## src/rtl/fp_pkg.sv

```systemverilog
package fp_pkg;

  typedef enum logic {ST_HOLD = 1'b0, ST_BURST = 1'b1} fp_state_e;

  localparam int unsigned FP_MIN_BLANK = 5;
  localparam int unsigned FP_BASE_MULT = 8;

  function automatic int unsigned fp_blank_eff(input int unsigned blank);
    return (blank < FP_MIN_BLANK) ? FP_MIN_BLANK : blank;
  endfunction

  function automatic int unsigned fp_line_len(input int unsigned act, input int unsigned blank);
    return act + fp_blank_eff(blank);
  endfunction

  function automatic int unsigned fp_burst_steps(input int unsigned act, input int unsigned blank,
                                                 input int unsigned lines);
    return lines * fp_line_len(act, blank);
  endfunction

  function automatic int unsigned fp_tick_mult(input logic x8);
    return x8 ? 1 : 2;
  endfunction

  function automatic int unsigned fp_src_ticks(input int unsigned src_pix);
    return src_pix * FP_BASE_MULT;
  endfunction

endpackage

```

## src/rtl/fp_ctrl.sv

```systemverilog
module fp_ctrl
  import fp_pkg::*;
#(
  parameter int unsigned VS_MIN = 16
) (
  input  logic clk,
  input  logic rst_n,
  input  logic ce,
  input  logic frame_done,
  input  logic burst_end,
  output logic start,
  output logic busy,
  output logic pend
);
  localparam int unsigned VS_EFF = (VS_MIN < 1) ? 1 : VS_MIN;
  localparam int unsigned CW     = $clog2(VS_EFF + 1);
  localparam logic [CW-1:0] HOLD_LAST = CW'(VS_EFF - 1);

  fp_state_e     state_q;
  logic [CW-1:0] hold_cnt_q;
  logic          hold_done;

  assign hold_done = (hold_cnt_q == HOLD_LAST);
  assign start     = (state_q == ST_HOLD) && ce && pend && hold_done;
  assign busy      = (state_q == ST_BURST);

  always_ff @(posedge clk or negedge rst_n) begin
    if (!rst_n) begin
      state_q    <= ST_HOLD;
      hold_cnt_q <= '0;
      pend       <= 1'b0;
    end else begin
      pend <= frame_done | (pend & ~start);
      if (start) begin
        state_q <= ST_BURST;
      end else if (burst_end) begin
        state_q    <= ST_HOLD;
        hold_cnt_q <= '0;
      end else if ((state_q == ST_HOLD) && ce && !hold_done) begin
        hold_cnt_q <= hold_cnt_q + 1'b1;
      end
    end
  end

  assert_start_needs_frame_R2: assert property (@(posedge clk) disable iff (!rst_n)
    $rose(busy) |-> $past(pend));

  assert_end_leaves_burst_R8: assert property (@(posedge clk) disable iff (!rst_n)
    burst_end |=> !busy);

endmodule

```

## src/rtl/fp_timing.sv

```systemverilog
module fp_timing
  import fp_pkg::*;
#(
  parameter int unsigned H_ACT   = 224,
  parameter int unsigned V_LINES = 256,
  parameter int unsigned H_BLANK = 8,
  parameter int unsigned HS_W    = 4
) (
  input  logic clk,
  input  logic rst_n,
  input  logic ce,
  input  logic spd_x8,
  input  logic start,
  input  logic busy,
  output logic stp,
  output logic de_i,
  output logic hs_i,
  output logic burst_end
);
  localparam int unsigned LINE_LEN = fp_line_len(H_ACT, H_BLANK);
  localparam int unsigned BLANK    = fp_blank_eff(H_BLANK);
  localparam int unsigned HS_EFF   = (HS_W > BLANK) ? BLANK : HS_W;
  localparam int unsigned HW       = $clog2(LINE_LEN + 1);
  localparam int unsigned VW       = $clog2(V_LINES + 1);
  localparam logic [HW-1:0] H_LAST  = HW'(LINE_LEN - 1);
  localparam logic [HW-1:0] H_ACTV  = HW'(H_ACT);
  localparam logic [HW-1:0] HS_END  = HW'(H_ACT + HS_EFF);
  localparam logic [VW-1:0] V_LAST  = VW'(V_LINES - 1);

  logic [HW-1:0] hcnt_q;
  logic [VW-1:0] vcnt_q;
  logic          phase_q;
  logic          spd_q;
  logic          line_end;

  assign stp       = ce && busy && (spd_q || phase_q);
  assign line_end  = stp && (hcnt_q == H_LAST);
  assign burst_end = line_end && (vcnt_q == V_LAST);
  assign de_i      = busy && (hcnt_q < H_ACTV);
  assign hs_i      = busy && (hcnt_q >= H_ACTV) && (hcnt_q < HS_END);

  always_ff @(posedge clk or negedge rst_n) begin
    if (!rst_n) begin
      hcnt_q  <= '0;
      vcnt_q  <= '0;
      phase_q <= 1'b0;
      spd_q   <= 1'b1;
    end else if (start) begin
      hcnt_q  <= '0;
      vcnt_q  <= '0;
      phase_q <= 1'b0;
      spd_q   <= spd_x8;
    end else begin
      if (ce && busy) phase_q <= ~phase_q;
      if (line_end) begin
        hcnt_q <= '0;
        vcnt_q <= burst_end ? '0 : vcnt_q + 1'b1;
      end else if (stp) begin
        hcnt_q <= hcnt_q + 1'b1;
      end
    end
  end

  assert_line_wrap_R4: assert property (@(posedge clk) disable iff (!rst_n)
    (line_end && !burst_end && !start) |=> (hcnt_q == '0) && (vcnt_q == $past(vcnt_q) + 1'b1));

  assert_speed_held_R5: assert property (@(posedge clk) disable iff (!rst_n)
    (busy && !start) |=> $stable(spd_q));

endmodule

```

## src/rtl/fp_addr.sv

```systemverilog
module fp_addr #(
  parameter int unsigned ADDR_W = 16
) (
  input  logic              clk,
  input  logic              rst_n,
  input  logic              start,
  input  logic              stp,
  input  logic              de_i,
  output logic [ADDR_W-1:0] addr
);
  always_ff @(posedge clk or negedge rst_n) begin
    if (!rst_n)          addr <= '0;
    else if (start)      addr <= '0;
    else if (stp && de_i) addr <= addr + 1'b1;
  end
endmodule

```

## src/rtl/fp_align.sv

```systemverilog
module fp_align #(
  parameter int unsigned RD_LAT = 2
) (
  input  logic clk,
  input  logic rst_n,
  input  logic ce,
  input  logic de_i,
  input  logic hs_i,
  input  logic vs_i,
  output logic de_o,
  output logic hs_o,
  output logic vs_o
);
  generate
    if (RD_LAT == 0) begin : g_direct
      assign de_o = de_i;
      assign hs_o = hs_i;
      assign vs_o = vs_i;
    end else begin : g_pipe
      logic [2:0] stage_q [RD_LAT];
      for (genvar s = 0; s < RD_LAT; s++) begin : g_stage
        always_ff @(posedge clk or negedge rst_n) begin
          if (!rst_n)  stage_q[s] <= 3'b100;
          else if (ce) stage_q[s] <= (s == 0) ? {vs_i, hs_i, de_i} : stage_q[(s == 0) ? 0 : s - 1];
        end
      end
      assign {vs_o, hs_o, de_o} = stage_q[RD_LAT-1];
    end
  endgenerate
endmodule

```

## src/rtl/burst_frame_pusher.sv

```systemverilog
module burst_frame_pusher
  import fp_pkg::*;
#(
  parameter int unsigned H_ACT         = 224,
  parameter int unsigned V_LINES       = 256,
  parameter int unsigned H_BLANK       = 8,
  parameter int unsigned HS_W          = 4,
  parameter int unsigned VS_MIN        = 16,
  parameter int unsigned RD_LAT        = 2,
  parameter int unsigned DW            = 24,
  parameter int unsigned SRC_FRAME_PIX = 101376,
  localparam int unsigned ADDR_W       = (H_ACT * V_LINES > 1) ? $clog2(H_ACT * V_LINES) : 1
) (
  input  logic              clk,
  input  logic              rst_n,
  input  logic              ce,
  input  logic              spd_x8,
  input  logic              frame_done,
  output logic [ADDR_W-1:0] rd_addr,
  input  logic [DW-1:0]     rd_data,
  output logic [DW-1:0]     pix_o,
  output logic              de_o,
  output logic              hs_o,
  output logic              vs_o
);
  localparam int unsigned SRC_TICKS  = fp_src_ticks(SRC_FRAME_PIX);
  localparam int unsigned BURST_MAX  = fp_burst_steps(H_ACT, H_BLANK, V_LINES) * fp_tick_mult(1'b0);
  localparam bit          FITS       = (BURST_MAX <= SRC_TICKS);

  logic start, busy, pend, stp, de_i, hs_i, burst_end;

  fp_ctrl #(.VS_MIN(VS_MIN)) u_ctrl (
    .clk(clk), .rst_n(rst_n), .ce(ce), .frame_done(frame_done),
    .burst_end(burst_end), .start(start), .busy(busy), .pend(pend)
  );

  fp_timing #(.H_ACT(H_ACT), .V_LINES(V_LINES), .H_BLANK(H_BLANK), .HS_W(HS_W)) u_timing (
    .clk(clk), .rst_n(rst_n), .ce(ce), .spd_x8(spd_x8), .start(start), .busy(busy),
    .stp(stp), .de_i(de_i), .hs_i(hs_i), .burst_end(burst_end)
  );

  fp_addr #(.ADDR_W(ADDR_W)) u_addr (
    .clk(clk), .rst_n(rst_n), .start(start), .stp(stp), .de_i(de_i), .addr(rd_addr)
  );

  fp_align #(.RD_LAT(RD_LAT)) u_align (
    .clk(clk), .rst_n(rst_n), .ce(ce), .de_i(de_i), .hs_i(hs_i), .vs_i(!busy),
    .de_o(de_o), .hs_o(hs_o), .vs_o(vs_o)
  );

  assign pix_o = rd_data;

  // Window counters for the checks below
  logic [31:0] burst_ticks_q;
  logic [31:0] hold_ticks_q;
  always_ff @(posedge clk or negedge rst_n) begin
    if (!rst_n) begin
      burst_ticks_q <= '0;
      hold_ticks_q  <= '0;
    end else begin
      if (start)           burst_ticks_q <= '0;
      else if (busy && ce) burst_ticks_q <= burst_ticks_q + 1'b1;
      if (busy)             hold_ticks_q <= '0;
      else if (ce && !start) hold_ticks_q <= hold_ticks_q + 1'b1;
    end
  end

  assert_burst_fits_R10: assert property (@(posedge clk) disable iff (!rst_n)
    busy |-> (FITS && (burst_ticks_q < SRC_TICKS)));

  assert_hold_min_R8: assert property (@(posedge clk) disable iff (!rst_n)
    start |-> (hold_ticks_q + 1 >= VS_MIN));

  assert_addr_step_R7: assert property (@(posedge clk) disable iff (!rst_n)
    ($past(stp && de_i) && !$past(start)) |-> (rd_addr == $past(rd_addr) + 1'b1));

  assert_addr_zero_R7: assert property (@(posedge clk) disable iff (!rst_n)
    start |=> (rd_addr == '0));

endmodule

```

## config.mk

```make
export PLATFORM = sky130hd
export DESIGN_NAME = burst_frame_pusher
export DESIGN_NICKNAME = d
export VERILOG_FILES = /design/src/rtl/fp_pkg.sv /design/src/rtl/fp_ctrl.sv /design/src/rtl/fp_timing.sv /design/src/rtl/fp_addr.sv /design/src/rtl/fp_align.sv /design/src/rtl/burst_frame_pusher.sv
export SDC_FILE = /design/constraint.sdc
export NUM_CORES = 1
export LEC_CHECK = 0
export BUFFER_PORTS_ARGS = -buffer_cell sky130_fd_sc_hd__buf_2
export CAP_MARGIN = 40
export CELL_PAD_IN_SITES_DETAIL_PLACEMENT = 1
export CELL_PAD_IN_SITES_GLOBAL_PLACEMENT = 2
export CORE_ASPECT_RATIO = 1.5
export CORE_MARGIN = 2
export CORE_UTILIZATION = 32
export DETAILED_ROUTE_END_ITERATION = 16
export MAX_ROUTING_LAYER = met4
export PLACE_DENSITY_LB_ADDON = 0.15
export SYNTH_ARGS = -nofsm -noshare
export SYNTH_HDL_FRONTEND = slang
export SYNTH_SLANG_ARGS = --single-unit
```

## constraint.sdc

```tcl
create_clock -name clk -period 2.3 [get_ports clk]
set_input_delay 0.46 -clock clk [delete_from_list [all_inputs] [get_ports clk]]
set_output_delay 0.46 -clock clk [all_outputs]
set_load 0.005 [all_outputs]
```

==> results_dict.tcl, run 1 <==
set metrics [dict create \
    r2r_slack_ns 0.25 \
    r2r_start "u_ctrl.hold_cnt_q[0]$_DFFE_PN0P_" \
    clock_path_buffers 2 \
    synth.area.top_cells "dfrtp_1, buf_4, a21oi_1, nand2_1, o31ai_1" \
    clockRootBuffer "clkbuf_16" \
    switching_share_pct 30.2 \
    combPwrFrac_pct 18.2 \
    fill_cells 917 \
    cts_hold_buf 0 \
    drv_cap 0 \
    met1_usage_pct 17.2 \
    setup_violations 0 \
    cts_setup_buffers 0 \
    place.gp.congestion 0.691 \
    p_switching_uw 678 \
    cp-start-kind "flop" \
    crit_chain "ha_1 -> and3_1 -> ha_1 -> or3b_2 -> nor2_1 -> xnor2_1 -> nor2_1" \
    synth_nets 302 \
    drc_errors 0 \
    die_x_um 77.8 \
    setup_slack_ns 0.253 \
    critPathMaxFanout 9 \
    ys_ff_latch 48 \
    grt_max_degree 49 \
    crit_type "flop to flop" \
    cts-buffers-inserted 5 \
    tightestPinTransition_ns 0.634 \
    dpl_worst_slack_ns 0.222 \
    cts_resized 0 \
    slew_viol_final 0 \
    crit_required_ns 2.46 \
    fin_worst_skew_ns 0.00404 \
    path_buf_inv 0 \
    cp_top_family "simple AND/OR/NAND/NOR gates" \
    htree_num_levels 2 \
    yosysUniqueCellTypes 42 \
    start_util_pct 32.9 \
    fp.dieH_um 115 \
    wl_per_cell_um 16.3 \
    netlist_instances 267 \
    hold_violations 0 \
    slowest_stage "or3b_2" \
    power_frac_clock_pct 33.3 \
    io_pins 72 \
    outcome "finished, final reports clean" \
    synth_area_leader_cell "dfrtp_1" \
    slew_headroom_pct 57.5 \
    multi_input_area_mm2 0.00113 \
    yosys-top-cells-count "dfrtp_1, buf_4, nand2_1" \
    seqPwrFrac_pct 48.5 \
    hold_slack_ns 0.152 \
    p_int_mw 1.57 \
    critical_path_arrival_ns 2.21 \
    period_share_pct 89.0 \
    portBuffers 23 \
    wl_um 6140 \
    drt_iter0_markers 44 \
    path_clk_slew_ns 0.07 \
    busiest_layer "met2" \
    drive_above_1_share_pct 19.0 \
    grt_use_total_pct 15.1 \
    viasPerCell 5.35 \
    yosysSeqAreaShare_pct 46.1 \
    dp_cells 370 \
    post-route-min-period_ns 2.05 \
    yosys_most_used_dff "dfrtp_1" \
    ir_drop_mv 0.387 \
    grt.overflow.total 0 \
    rows 40 \
    die-area_mm2 0.00893 \
    use_met3_pct 3.15 \
    area_delta_synth_final_pct 9.09 \
    fin_util_pct 35.8 \
    dp_hpwl_um 4380 \
    reg2reg_depth 7 \
    drt-pass1-iter-count 4 \
    fmax_mhz 488 \
    synth_warnings 0 \
    fin_nets 307 \
    grt_pass1_vias 2104 \
    rsz0062_at_grt "false" \
    syn_area_per_cell_um2 9.79 \
    insertion_delay_ns 0.29 \
    coreArea_mm2 0.00796 \
    max_stage_delay_ns 0.57 \
    rr_endpoint "u_ctrl.hold_cnt_q[2]$_DFFE_PN0P_" \
    min_path_type "input pin to async pin" \
    clock_sinks 48 \
    register_area_mm2 0.00120 \
    async_reset_ff_share_pct 100 \
    yosysTopAreaCellShare_pct 43.1 \
    syn_area_mm2 0.00262 \
    cts_tree "done" \
    antenna_found_initial 0 \
    yosysMostFrequentCell "dfrtp_1" \
    grt_use_met2_pct 26.1 \
    critPathCaptureType "flop" \
    final.setup.tns_ns 0 \
    synth_edf_count 0 \
    leakage_nw 1.24 \
    grt_pass1_wl_um 10300 \
    antenna_left 0 \
    n_antenna_cell 0 \
    vias 2024 \
    p_per_area_mw_per_mm2 787 \
    fin_cells 378 \
]
==> layout make-up <==
type | count | share of cell area, %
clock buffer | 8 | 5.13
inverter | 11 | 1.45
multi-input combinational | 173 | 39.5
sequential | 48 | 42.2
tap | 105 | 4.61
timing repair buffer | 33 | 7.11
==> routing by layer <==
metal  part of all wire [%]  vias to the layer above
met5                      0                        -
met1                     43                     1030
met2                     53                       34
met4                    1.5                        0
li1                       -                      953
met3                    3.1                        7
==> power by group through the flow <==
stage	clock network, mW	logic, mW	registers (mW)
after global routing	0.815	0.475	1.11
final	0.748	0.408	1.09
after global placement	0	0.414	1.11
after detailed placement	0	0.422	1.11
after CTS	0.783	0.422	1.09
after floorplan	0	0.326	1.08
==> stage by stage <==
stage	power, mW	cell area, um^2
finish	2.24	2850
global route	2.40	2850
CTS	2.30	2850
detailed placement	1.53	2710
global placement	1.52	2710
floorplan	1.40	2620
==> logic make-up (layout without fill, tap and decap cells) <==
group                    after synthesis  in the layout  synth area share (%)
adder cells (fa/ha/maj)                6              6                  2.87
flip-flops                            48             48                  46.1
AO/OA/AOI/OAI                         57             57                  14.4
buffers and inverters                 46             52                  11.0
multiplexers                           4              4                  1.72
XOR/XNOR                              12             12                  4.02
AND/OR/NAND/NOR                       94             94                  19.9
==> placed cells by master (no fill, tap or decap), types with 5 or more instances in the layout <==
cell and n:
dfrtp_1 45, nand2_1 24, buf_2 23, a21oi_1 21, nand3_1 13, nor2_1 12, inv_1 11, o31ai_1 11
or4_1 10, buf_4 9, xor2_1 7, nor3_1 7, nand4_1 6, o211ai_1 6, ha_1 6, xnor2_1 5
o21ai_0 5, clkbuf_16 5
==> sequential cells by signal, summed over array words and instances (netlist names), 3 cells and up <==
register	cells
u_timing.hcnt_q	8
u_align.g_pipe.stage_q	3
u_timing.vcnt_q	9
u_ctrl.hold_cnt_q	5
u_addr.addr	16
==> worst reg2reg max path, delay by kind of cell, from the launching register on <==
family        cells  cell delay (ns)
simple gates      4             0.95
fa+ha+maj         2             0.43
flops             1             0.41
xor+xnor          1             0.13
==> worst max path at each step <==
stage                                           startpoint                          endpoint  slack, ns  cells after the start
after floorplan           u_ctrl.hold_cnt_q[0]$_DFFE_PN0P_  u_ctrl.hold_cnt_q[2]$_DFFE_PN0P_       0.31                      8
after global placement    u_ctrl.hold_cnt_q[0]$_DFFE_PN0P_  u_ctrl.hold_cnt_q[2]$_DFFE_PN0P_       0.28                      7
after detailed placement  u_ctrl.hold_cnt_q[0]$_DFFE_PN0P_  u_ctrl.hold_cnt_q[2]$_DFFE_PN0P_       0.22                      7
after CTS                 u_ctrl.hold_cnt_q[0]$_DFFE_PN0P_  u_ctrl.hold_cnt_q[2]$_DFFE_PN0P_       0.22                      7
after global routing      u_ctrl.hold_cnt_q[0]$_DFFE_PN0P_  u_ctrl.hold_cnt_q[2]$_DFFE_PN0P_        0.1                      7
final                     u_ctrl.hold_cnt_q[0]$_DFFE_PN0P_  u_ctrl.hold_cnt_q[2]$_DFFE_PN0P_       0.25                      7
Note: power is estimated with default switching activity, not from simulation.
==> inputs of run 2 (changes only) <==
--- a/config.mk
+++ b/config.mk
@@ -14,7 +14,7 @@
 export CORE_UTILIZATION = 32
 export DETAILED_ROUTE_END_ITERATION = 16
 export MAX_ROUTING_LAYER = met4
-export PLACE_DENSITY_LB_ADDON = 0.15
+export PLACE_DENSITY = 0.8
 export SYNTH_ARGS = -nofsm -noshare
 export SYNTH_HDL_FRONTEND = slang
 export SYNTH_SLANG_ARGS = --single-unit
==> results_dict.tcl, run 2 (synthesized netlist as in run 1, its figures left out) <==
set metrics [dict create \
    clock_sinks 48 \
    cts_hold_buf 0 \
    slowest_stage "or3b_2" \
    crit_required_ns 2.46 \
    critPathMaxFanout 9 \
    max_stage_delay_ns 0.58 \
    antenna_left 0 \
    die_x_um 77.8 \
    crit_type "flop to flop" \
    crit_chain "ha_1 -> and3_1 -> ha_1 -> or3b_2 -> nor2_1 -> xnor2_1 -> nor2_1" \
    wl_um 5920 \
    setup_slack_ns 0.264 \
    cts_tree "done" \
    wl_per_cell_um 15.8 \
    start_util_pct 32.9 \
    post-route-min-period_ns 2.04 \
    rsz0062_at_grt "false" \
    drt-pass1-iter-count 4 \
    fin_nets 303 \
    layout_commonest_cell "dfrtp_1" \
    final.setup.tns_ns 0 \
    dpl_worst_slack_ns 0.264 \
    grt_pass1_wl_um 10200 \
    dp_cells 366 \
    cts-buffers-inserted 5 \
    drt_iter0_markers 59 \
    p_per_area_mw_per_mm2 792 \
    drc_errors 0 \
    setup_violations 0 \
    regMostFlops "u_addr.addr" \
    dp_hpwl_um 4140 \
    grt_pass1_vias 2125 \
    r2r_slack_ns 0.26 \
    largest_register_ffs 16 \
    rr_endpoint "u_ctrl.hold_cnt_q[2]$_DFFE_PN0P_" \
    io_pins 72 \
    n_antenna_cell 0 \
    layout_common_cells "dfrtp_1, nand2_1, buf_2" \
    path_clk_slew_ns 0.06 \
    cp-start-kind "flop" \
    antenna_found_initial 0 \
    slew_viol_final 0 \
    largestRegisters "u_addr.addr (16), u_timing.vcnt_q (9), u_timing.hcnt_q (8)" \
    reg2reg_depth 7 \
    tightestPinTransition_ns 0.622 \
    r2r_start "u_ctrl.hold_cnt_q[0]$_DFFE_PN0P_" \
    grt_max_degree 31 \
    area_delta_synth_final_pct 7.94 \
    place.gp.congestion 0.750 \
    rows 40 \
    clock_path_buffers 2 \
    grt_use_total_pct 14.6 \
    leakage_nw 1.22 \
    fin_cells 374 \
    fin_worst_skew_ns 0.00681 \
    hold_violations 0 \
    cts_resized 0 \
    clockRootBuffer "clkbuf_16" \
    grt.overflow.total 0 \
    drv_cap 0 \
    vias 2003 \
    slew_headroom_pct 58.4 \
    critical_path_arrival_ns 2.20 \
    fp.dieH_um 115 \
    outcome "finished, final reports clean" \
    htree_num_levels 2 \
    coreArea_mm2 0.00796 \
    insertion_delay_ns 0.29 \
    min_path_type "input pin to async pin" \
    viasPerCell 5.36 \
    portBuffers 23 \
    critPathCaptureType "flop" \
    ir_drop_mv 0.336 \
    drive_above_1_share_pct 17.8 \
    period_share_pct 88.5 \
    die-area_mm2 0.00893 \
    cts_setup_buffers 0 \
    fmax_mhz 491 \
]
run 2: per-layer routing:
layer	vias to the layer above	share of wire, %	GRT usage, %	wire (um)
met5	-	0	-	0
met4	0	0.84	4.17	50
met3	4	2.9	2.68	171
met2	29	52	25.7	3110
met1	1017	44	16.8	2600
li1	953	-	-	-
run 2: worst max-delay path by stage:
stage / startpoint / end / slack [ns] / depth (start not counted)
5_1_grt: u_ctrl.hold_cnt_q[0]$_DFFE_PN0P_ / u_ctrl.hold_cnt_q[2]$_DFFE_PN0P_ / 0.09 / 7
3_3_place_gp: u_ctrl.hold_cnt_q[0]$_DFFE_PN0P_ / u_ctrl.hold_cnt_q[2]$_DFFE_PN0P_ / 0.31 / 7
3_5_place_dp: u_ctrl.hold_cnt_q[0]$_DFFE_PN0P_ / u_ctrl.hold_cnt_q[2]$_DFFE_PN0P_ / 0.26 / 7
2_1_floorplan: u_ctrl.hold_cnt_q[0]$_DFFE_PN0P_ / u_ctrl.hold_cnt_q[2]$_DFFE_PN0P_ / 0.31 / 8
6_report: u_ctrl.hold_cnt_q[0]$_DFFE_PN0P_ / u_ctrl.hold_cnt_q[2]$_DFFE_PN0P_ / 0.26 / 7
4_1_cts: u_ctrl.hold_cnt_q[0]$_DFFE_PN0P_ / u_ctrl.hold_cnt_q[2]$_DFFE_PN0P_ / 0.26 / 7
run 2: through the flow:
stage	instance area, um^2	utilization [%]	hold slack (ns)	power, mW
after floorplan	2620	-	0.164	1.40
after global placement	2680	33.6	0.469	1.50
after detailed placement	2680	33.6	0.468	1.52
after CTS	2820	35.5	0.203	2.27
after global routing	2820	35.5	0.229	2.37
final	2820	35.5	0.177	2.24
run 2: area by class of cell:
class,instances,area (um^2)
Tap cell,105,131
Inverter,11,41.3
Fill cell,921,5130
Sequential cell,48,1200
Multi-Input combinational cell,173,1130
Clock buffer,8,146
Timing Repair Buffer,29,173
run 2: power breakdown:
group | total, mW | internal (mW) | switching, mW | leakage, nW
registers | 1.09 | 0.951 | 0.139 | 0.612
logic | 0.406 | 0.176 | 0.230 | 0.539
clock network | 0.740 | 0.434 | 0.305 | 0.0712
total | 2.24 | 1.56 | 0.674 | 1.22
run 2: critical path, delay by kind of cell, from the launching register on:
family | cells | cell delay, ns
xor gates and xnor gates | 1 | 0.13
adders and majority gates | 2 | 0.41
and+or+nand+nor | 4 | 0.96
DFF | 1 | 0.40
